$ cat src/rtl/tbw_pkg.sv
package tbw_pkg;
  typedef enum logic [1:0] {
    SRC_XTAL = 2'b00,
    SRC_RC   = 2'b01,
    SRC_EXT  = 2'b10,
    SRC_RC2  = 2'b11
  } src_e;

  typedef enum logic {
    ROUTE_TMR = 1'b0,
    ROUTE_WDT = 1'b1
  } route_e;
endpackage

$ cat src/rtl/tbw_ctrl.sv
module tbw_ctrl
  import tbw_pkg::*;
#(
  parameter int RB = 3
) (
  input  logic          clk,
  input  logic          rst_n,
  input  logic          sys_en,
  input  logic          sys_dis,
  input  logic          tmr_en,
  input  logic          tmr_dis,
  input  logic          wdt_en,
  input  logic          wdt_dis,
  input  logic          out_en,
  input  logic          out_dis,
  input  logic          rate_we,
  input  logic [RB-1:0] rate_in,
  output logic          run_o,
  output route_e        route_o,
  output logic          oe_o,
  output logic          sys_on_o,
  output logic [RB-1:0] rate_o
);
  always_ff @(posedge clk or negedge rst_n) begin
    if (!rst_n) begin
      run_o    <= 1'b0;
      route_o  <= ROUTE_TMR;
      oe_o     <= 1'b0;
      sys_on_o <= 1'b0;
      rate_o   <= '0;
    end else begin
      // disable beats enable within each pair
      if (wdt_dis || tmr_dis)     run_o <= 1'b0;
      else if (wdt_en || tmr_en)  run_o <= 1'b1;

      if (tmr_en)                 route_o <= ROUTE_TMR;
      else if (wdt_en)            route_o <= ROUTE_WDT;

      if (out_dis)                oe_o <= 1'b0;
      else if (out_en)            oe_o <= 1'b1;

      if (sys_dis)                sys_on_o <= 1'b0;
      else if (sys_en)            sys_on_o <= 1'b1;

      if (rate_we)                rate_o <= rate_in;
    end
  end
endmodule

$ cat src/rtl/tbw_prescaler.sv
module tbw_prescaler #(
  parameter int PB = 3
) (
  input  logic clk,
  input  logic rst_n,
  input  logic clr,
  input  logic adv,
  input  logic bypass,
  output logic base_tick_o
);
  logic [PB-1:0] pre_q;

  assign base_tick_o = adv && (bypass || (&pre_q));

  always_ff @(posedge clk or negedge rst_n) begin
    if (!rst_n)                pre_q <= '0;
    else if (clr)              pre_q <= '0;
    else if (adv && !bypass)   pre_q <= pre_q + 1'b1;
  end
endmodule

$ cat src/rtl/tbw_chain.sv
module tbw_chain #(
  parameter int CW    = 15,
  parameter int RB    = 3,
  localparam int NRATE = 1 << RB
) (
  input  logic          clk,
  input  logic          rst_n,
  input  logic          clr,
  input  logic          step,
  input  logic [RB-1:0] rate,
  output logic          tap_o,
  output logic          evt_o,
  output logic [CW-1:0] cnt_o
);
  logic [CW-1:0]    cnt_q;
  logic [NRATE-1:0] taps;
  logic [NRATE-1:0] wraps;

  // tap k sits k stages below the top of the chain
  for (genvar k = 0; k < NRATE; k++) begin : g_tap
    assign taps[k]  = cnt_q[CW-1-k];
    assign wraps[k] = &cnt_q[CW-1-k:0];
  end

  assign tap_o = taps[rate];
  assign evt_o = step && wraps[rate];
  assign cnt_o = cnt_q;

  always_ff @(posedge clk or negedge rst_n) begin
    if (!rst_n)     cnt_q <= '0;
    else if (clr)   cnt_q <= '0;
    else if (step)  cnt_q <= cnt_q + 1'b1;
  end
endmodule

$ cat src/rtl/tbw_watchdog.sv
module tbw_watchdog #(
  parameter int WB = 2
) (
  input  logic clk,
  input  logic rst_n,
  input  logic clr,
  input  logic evt,
  input  logic release_flag,
  output logic flag_o
);
  logic [WB-1:0] per_q;

  always_ff @(posedge clk or negedge rst_n) begin
    if (!rst_n) begin
      per_q  <= '0;
      flag_o <= 1'b0;
    end else if (clr) begin
      per_q  <= '0;
      flag_o <= 1'b0;
    end else begin
      if (release_flag)           flag_o <= 1'b0;
      else if (evt && (&per_q))   flag_o <= 1'b1;
      if (evt)                    per_q  <= per_q + 1'b1;
    end
  end
endmodule

$ cat src/rtl/tbase_wdog.sv
module tbase_wdog
  import tbw_pkg::*;
#(
  parameter int BASE_DIV_BITS = 8,
  parameter int RB            = 3,
  parameter int PB            = 3,
  parameter int WB            = 2,
  localparam int CW           = BASE_DIV_BITS + (1 << RB) - 1
) (
  input  logic          clk,
  input  logic          rst_n,
  input  logic          src_tick_i,
  input  logic [1:0]    src_sel_i,
  input  logic          cmd_sys_en_i,
  input  logic          cmd_sys_dis_i,
  input  logic          cmd_tmr_en_i,
  input  logic          cmd_tmr_dis_i,
  input  logic          cmd_wdt_en_i,
  input  logic          cmd_wdt_dis_i,
  input  logic          cmd_clr_tmr_i,
  input  logic          cmd_clr_wdt_i,
  input  logic          cmd_out_en_i,
  input  logic          cmd_out_dis_i,
  input  logic          cmd_rate_we_i,
  input  logic [RB-1:0] rate_i,
  output logic          irq_level_o,
  output logic          irq_oe_o
);
  logic          run_q;
  route_e        route_q;
  logic          sys_on_q;
  logic [RB-1:0] rate_q;
  logic          active;
  logic          clr_any;
  logic          base_tick;
  logic          tap;
  logic          evt;
  logic          wd_flag;
  logic [CW-1:0] chain_cnt;

  tbw_ctrl #(.RB(RB)) u_ctrl (
    .clk(clk), .rst_n(rst_n),
    .sys_en(cmd_sys_en_i), .sys_dis(cmd_sys_dis_i),
    .tmr_en(cmd_tmr_en_i), .tmr_dis(cmd_tmr_dis_i),
    .wdt_en(cmd_wdt_en_i), .wdt_dis(cmd_wdt_dis_i),
    .out_en(cmd_out_en_i), .out_dis(cmd_out_dis_i),
    .rate_we(cmd_rate_we_i), .rate_in(rate_i),
    .run_o(run_q), .route_o(route_q), .oe_o(irq_oe_o),
    .sys_on_o(sys_on_q), .rate_o(rate_q)
  );

  assign clr_any = cmd_clr_tmr_i || cmd_clr_wdt_i;
  assign active  = run_q && (sys_on_q || (src_sel_i == SRC_EXT));

  tbw_prescaler #(.PB(PB)) u_pre (
    .clk(clk), .rst_n(rst_n),
    .clr(clr_any),
    .adv(active && src_tick_i && !clr_any),
    .bypass(src_sel_i == SRC_XTAL),
    .base_tick_o(base_tick)
  );

  tbw_chain #(.CW(CW), .RB(RB)) u_chain (
    .clk(clk), .rst_n(rst_n),
    .clr(clr_any), .step(base_tick), .rate(rate_q),
    .tap_o(tap), .evt_o(evt), .cnt_o(chain_cnt)
  );

  tbw_watchdog #(.WB(WB)) u_wd (
    .clk(clk), .rst_n(rst_n),
    .clr(cmd_clr_wdt_i), .evt(evt), .release_flag(cmd_out_dis_i),
    .flag_o(wd_flag)
  );

  assign irq_level_o = (route_q == ROUTE_WDT) ? !wd_flag : tap;
endmodule

$ cat config.mk
export PLATFORM = sky130hd
export DESIGN_NAME = tbase_wdog
export DESIGN_NICKNAME = d
export VERILOG_FILES = /design/src/rtl/tbw_pkg.sv /design/src/rtl/tbw_ctrl.sv /design/src/rtl/tbw_prescaler.sv /design/src/rtl/tbw_chain.sv /design/src/rtl/tbw_watchdog.sv /design/src/rtl/tbase_wdog.sv
export SDC_FILE = /design/constraint.sdc
export NUM_CORES = 1
export LEC_CHECK = 0
export ABC_AREA = 1
export BUFFER_PORTS_ARGS = -buffer_cell sky130_fd_sc_hd__buf_2
export CORE_MARGIN = 3
export CORE_UTILIZATION = 40
export DETAILED_ROUTE_END_ITERATION = 6
export PLACE_DENSITY = 0.62
export RECOVER_POWER = 25
export SLEW_MARGIN = 25
export SYNTH_ARGS = -nofsm -noshare
export SYNTH_HDL_FRONTEND = slang
export SYNTH_SLANG_ARGS = --single-unit
$ cat constraint.sdc
create_clock -name clk -period 2.6 [get_ports clk]
set_input_delay 0.26 -clock clk [delete_from_list [all_inputs] [get_ports clk]]
set_output_delay 0.26 -clock clk [all_outputs]
set_load 0.01 [all_outputs]
# Word level (Yosys, flattened, before mapping)
# Index checks and enable logic that the tools add are counted.
[totals] reg_bits=28 inputBits=19 out_inout_bits=2 wordCells=70
[op_classes] addsub=3 n_lt_le_gt_ge=1 eq_ne=1 n_mux=22 n_reduce_logical=34
[op_table] operator="two-way mux 15 bit" count=2
[op_table] operator="adder 15 x 1 -> 15 bit (second input constant)" count=1
[op_table] operator="AND reduction 15 bit" count=1
[op_table] operator="two-way mux 1 bit" count=14
[op_table] operator="AND reduction 14 bit" count=1
[op_table] operator="nonzero test 2 bit" count=7
[op_table] operator="AND reduction 13 bit" count=1
[op_table] operator="AND reduction 12 bit" count=1
[op_table] operator="AND reduction 11 bit" count=1
[op_table] operator="AND reduction 10 bit" count=1
[op_table] operator="AND reduction 9 bit" count=1
[op_table] operator="AND reduction 8 bit" count=1
[op_table] operator="logical AND 1 bit" count=7
[op_table] operator="binary-select mux 1 bit (select 3 bit)" count=2
[op_table] operator="two-way mux 3 bit" count=2
[op_table] operator="logical OR 1 bit" count=5
[op_table] operator="< comparator 3 x 4 -> 1 bit (second input constant)" count=1
[op_table] operator="two-way mux 2 bit" count=2
[op_table] operator="adder 3 x 1 -> 3 bit (second input constant)" count=1
[op_table] operator="zero test 1 bit" count=3
[op_table] operator="AND reduction 3 bit" count=1
[op_table] operator="nonzero test 3 bit" count=1
[op_table] operator="adder 2 x 1 -> 2 bit (second input constant)" count=1
[op_table] operator="equality test 2 bit (second input constant)" count=1
[op_table] operator="other kinds (2)" count=2

# Depth between registers and ports, before layout
[depth] depth_word=11 ltp_mapped=14 depth_no_buf=14

# Modules after synthesis
# Synthesis repeated with hierarchy kept, for this count alone.
[unflattened] cells_unflattened=220 area_unflattened_um2=1630.3
[by_module_without_submodules] module="tbw_chain" instances=1 cells_per_inst=140 area_per_inst_um2=1006.0 seq_area_each_um2=375.4
[by_module_without_submodules] module="tbw_ctrl" instances=1 cells_per_inst=28 area_per_inst_um2=259.0 seq_area_each_um2=175.2
[by_module_without_submodules] module="tbw_prescaler" instances=1 cells_per_inst=22 area_per_inst_um2=173.9 seq_area_each_um2=75.1
[by_module_without_submodules] module="tbw_watchdog" instances=1 cells_per_inst=19 area_per_inst_um2=145.1 seq_area_each_um2=75.1
[by_module_without_submodules] module="tbase_wdog" instances=1 cells_per_inst=11 area_per_inst_um2=46.3 seq_area_each_um2=0.0

# Worst setup path after synthesis
# Ideal clock, no wire load.
[synth_path] path_kind="flip-flop to flip-flop" start="register u_chain.cnt_q[0], in the netlist u_chain.cnt_o[0]" end="register u_wd.per_q[0]" setup_ns=0.116 arrival_ns=1.486 required_ns=2.484 setup_slack_ns=0.997 path_stages_with_launch=14 path_buffers=0 synth_period_minus_slack_ns=1.603 path_cell_list="dfrtp_1 ha_1 inv_1 nor2_2 nand2_1 inv_1 ha_1 nand3_1 nand2_1 nand2_1 nand2_1 nand3_2 nand3_1 nand2_1"
[synth_via] elab_chain_len=5 elab_cells_between_ends=12 cone_classes="mux: 2; reduce/logical: 10"
[synth_rtl] item="start: declaration" line_no="tbw_chain.sv:15" rtl="logic [CW-1:0] cnt_q;"
[synth_rtl] item="start signal: assignment" line_no="tbw_chain.sv:32" rtl="else if (step) cnt_q <= cnt_q + 1'b1;"
[synth_rtl] item="AND reduction 15 bit, or another cell as far along" line_no="tbw_chain.sv:22" rtl="assign wraps[k] = &cnt_q[CW-1-k:0];"
[synth_rtl] item="binary-select mux 1 bit (select 3 bit) (*)" line_no="tbw_chain.sv:26" rtl="assign evt_o = step && wraps[rate];"
[synth_rtl] item="two-way mux 1 bit (implied by the code) (*)" line_no="tbw_chain.sv:26"
[synth_rtl] item="logical AND 1 bit (*)" line_no="tbw_chain.sv:26"
[synth_rtl] item="nonzero test 2 bit (no source line) (*)"
[synth_rtl] item="end signal: assignment" line_no="tbw_watchdog.sv:23" rtl="if (evt) per_q <= per_q + 1'b1;"
[synth_rtl] item="end: declaration" line_no="tbw_watchdog.sv:11" rtl="logic [WB-1:0] per_q;"
# Every way passes the cells marked *; elsewhere a longest branch is shown, timed or not. The select of a mux whose other input is x is not followed.
# A chain may end at the register's enable or synchronous reset.

# Worst setup path after layout
[layout_path] start="register u_ctrl.rate_o[0]" end="output irq_level_o"
[layout_via] elab_chain_len=3
[layout_rtl] item="start: declaration" line_no="tbw_ctrl.sv:22" rtl="output logic [RB-1:0] rate_o"
[layout_rtl] item="start signal: assignment" line_no="tbw_ctrl.sv:45" rtl="if (rate_we) rate_o <= rate_in;"
[layout_rtl] item="binary-select mux 1 bit (select 3 bit)" line_no="tbw_chain.sv:25" rtl="assign tap_o = taps[rate];"
[layout_rtl] item="two-way mux 1 bit (implied by the code)" line_no="tbw_chain.sv:25"
[layout_rtl] item="two-way mux 1 bit" line_no="tbase_wdog.sv:75" rtl="assign irq_level_o = (route_q == ROUTE_WDT) ? !wd_flag : tap;"
[layout_rtl] item="end: declaration" line_no="tbase_wdog.sv:26" rtl="output logic irq_level_o,"
# No other way between the ends. The select of a mux whose other input is x is not followed.

==> out/metrics.yaml <==
status: "finished with violations"
violations: "capacitance limit"
maxCapViolCount: 1
drt-initial-drc-count: 84
grt_overflow: 0
cts-root-buf: "clkbuf_8"
io_pins: 21
postSynthAreaPerCell_sq_um: 8.139
gp_congestion: 0.8360
seqCellArea_sq_um: 700.7
syn_inst: 192
async_reset_ff_frac: 1.000
grt_util_all_layers: 0.1596
crit_fanout: 8
crit_family: "compound AO/OA/AOI/OAI gates"
grt_max_degree: 29
synth_ff_type: "dfrtp_1"
cts.clk_slew.worst_paths_ps: 100
end_kind: "output pin"
nNetsFinal: 241
io_buffers: 20
wl_per_cell_um: 11.91
place_ws_ps: 809.7
cp_slowest_cell: "dfrtp_1"
die_w_um: 68.51
hpwl_um: 2359
cpPeakStageDelay_ps: 450
antenna_found_initial: 0
p_leak_nw: 0.8661
grt_first_pass_wirelength_um: 5651
drive_gt1_frac: 0.1991
wl_um: 3143
core-area_sq_mm: 0.003716
fill_cells: 376
rsz0062_at_grt: "false"
pwr-share-seq: 0.558
cp_num_buf_inv: 2
dieArea_sq_mm: 0.004693
p_per_area_mw_per_mm2: 463.7
p_int_w: 0.0006143
cts_tree: "yes"
yosysSeqAreaShare: 0.4484
clock_path_buffers: 2
synth_largest_area_cell: "dfrtp_1"
postCtsResizedCells: 0
multi_input_area_sq_um: 764.5
vdd_drop_max_v: 0.0003231
power_frac_comb: 0.100
p_sw_frac: 0.2544
crit_arrival_ps: 1650
synth_common_cells: "nand2_1, dfrtp_1, inv_1"
cts_buffers: 3
hp-class: "input pin to flip-flop"
ant_nets: 0
clk-insertion-delay-late_ps: 280
fin_tns_setup_ps: 0
tightest_slew_ps: 1495
yosys-top-cells-area: "dfrtp_1, nand2_1, o21ai_0"
fmax_mhz: 523.1
drc: 0
first_pass_iters: 4
crit_type: "flip-flop to output pin"
h-tree-depth: 1
hold_buffers: 0
p_switching_w: 0.0002096
crit_path_frequent_cell: "o21ai_0"
ys_ff_latch: 28
setup_violations: 0
num_rows: 22
path_cells: "inv_1 -> a21oi_1 -> o21ai_0 -> o21ai_0 -> o21ai_0 -> o21ai_0 -> buf_2"
final.setup_skew_ps: 2.911
syn2layout_area_growth_pct: 13.69
required_ps: 2340
cp-start-kind: "flip-flop"
die_h_um: 68.51
yosysMostFrequentCell: "nand2_1"
min_period_over_period: 0.7353
p_clk_frac: 0.342
synth_edf_count: 0
clock-sinks: 28
cts_setup_buffers: 0
synth_top_area_share: 0.4484
drv_slew: 0
hold_violations: 0
ys_types: 29
start_util: 0.4205
min_period_ps: 1912
vias_per_cell: 4.981
diodes: 0
setup_ws_ps: 688.3
ys_warn_count: 0
maxSlewHeadroom: 0.003016
synth_area_sq_mm: 0.001563
route.vias.total: 1315
grt_pass1_vias: 1223
synth_nets: 216
## through the flow
| stage | instances | instance area (sq um) | util | hold WS (ps) | total power [W] |
|---|---|---|---|---|---|
| after CTS | 264 | 1778 | 0.4785 | 16.77 | 0.0008274 |
| after global placement | 260 | 1723 | 0.4636 | 324.4 | 0.0005518 |
| after detailed placement | 260 | 1723 | 0.4636 | 323.3 | 0.0005518 |
| after floorplan | 192 | 1563 | - | -35.59 | 0.0005116 |
| after global routing | 264 | 1777 | 0.4781 | 114.3 | 0.0008579 |
| final | 264 | 1777 | 0.4781 | 111.9 | 0.0008239 |
## layout by cell type, fill, tap and decap left out
cell,Yosys,final
nor3b_1,1,1
inv_1,24,24
nand2_4,1,1
ha_1,5,5
o21bai_1,1,1
nor3_4,1,1
nor4_1,1,1
dfrtp_1,28,28
buf_2,0,19
o21ai_0,23,23
inv_2,2,2
nand3_1,6,6
nand2_1,35,35
nor3_1,6,6
o211ai_1,1,1
a21oi_1,11,11
or2_2,1,1
mux2_2,1,1
a41oi_1,1,1
o22ai_1,1,1
nor2_1,22,22
nand3_4,1,1
nor3_2,1,1
clkbuf_1,0,1
nand3_2,3,3
nand4_1,2,2
nor2_2,2,2
a22o_1,3,3
nor2_4,2,2
nand2_2,5,5
clkbuf_8,0,4
and3_1,1,1
## power by group through the flow
stage | registers (W) | logic, W | clock network (W)
6_report | 0.000460 | 0.0000822 | 0.000282
3_3_place_gp | 0.000468 | 0.0000837 | 0
4_1_cts | 0.000459 | 0.0000844 | 0.000284
2_1_floorplan | 0.000465 | 0.0000465 | 0
3_5_place_dp | 0.000468 | 0.0000842 | 0
5_1_grt | 0.000462 | 0.0000967 | 0.000299
## path summary, 6_finish.rpt
kind / start / end / slack [ps] / cells after the start
min in group asynchronous: rst_n / u_chain.cnt_o[6]$_DFFE_PN0P_ / 320 / 1
max in group asynchronous: rst_n / u_ctrl.rate_o[2]$_DFFE_PN0P_ / 1410 / 1
worst min register to register: u_chain.cnt_o[6]$_DFFE_PN0P_ / u_chain.cnt_o[6]$_DFFE_PN0P_ / 500 / 1
worst min-delay path: cmd_sys_dis_i / u_ctrl.sys_on_o$_DFFE_PN0P_ / 110 / 2
worst max-delay path: u_ctrl.rate_o[0]$_DFFE_PN0P_ / irq_level_o / 690 / 7
worst max register to register: u_chain.cnt_o[0]$_DFFE_PN0P_ / u_wd.flag_o$_DFFE_PN0P_ / 810 / 12
## worst register-to-register path, cell delays in order, from the launching register on
cell and delay, ps:
dfrtp_1 410, ha_1 180, inv_1 70, nor2_2 180, nand2_1 90, inv_1 80, ha_1 140, nand3_1 70
nand2_1 70, nand2_1 60, a21oi_1 140, nand3_1 80, a21oi_1 140
## area by class of cell
| type | count | area share |
|---|---|---|
| inverter | 26 | 0.05493 |
| sequential | 28 | 0.3944 |
| multi-input combinational | 138 | 0.4303 |
| tap | 48 | 0.03380 |
| timing repair buffer | 20 | 0.05563 |
| clock buffer | 4 | 0.03099 |
## sequential cells by signal (all words and copies together), names as in the netlist
register,count
u_ctrl.run_o,1
u_pre.pre_q,3
u_ctrl.rate_o,3
u_ctrl.oe_o,1
u_ctrl.route_o,1
u_ctrl.sys_on_o,1
u_wd.flag_o,1
u_chain.cnt_o,15
u_wd.per_q,2
## routing by layer
| layer | vias to the layer above | global-route usage | share of wire |
|---|---|---|---|
| li1 | 683 | - | - |
| met1 | 603 | 0.2276 | 0.50 |
| met2 | 25 | 0.2467 | 0.45 |
| met3 | 4 | 0.02431 | 0.039 |
| met4 | 0 | 0.05211 | 0.011 |
| met5 | - | 0 | 0 |
## cells by family (layout without fill, tap and decap cells)
logic type,after synthesis,in the layout,share of synthesized area
and+or+nand+nor,91,91,0.2971
AOI/OAI and AO/OA,41,41,0.1449
DFF,28,28,0.4484
buffers and inverters,26,50,0.06245
adders and majority gates,5,5,0.04003
muxes,1,1,0.007205
Power figures use the tool's default switching activity.
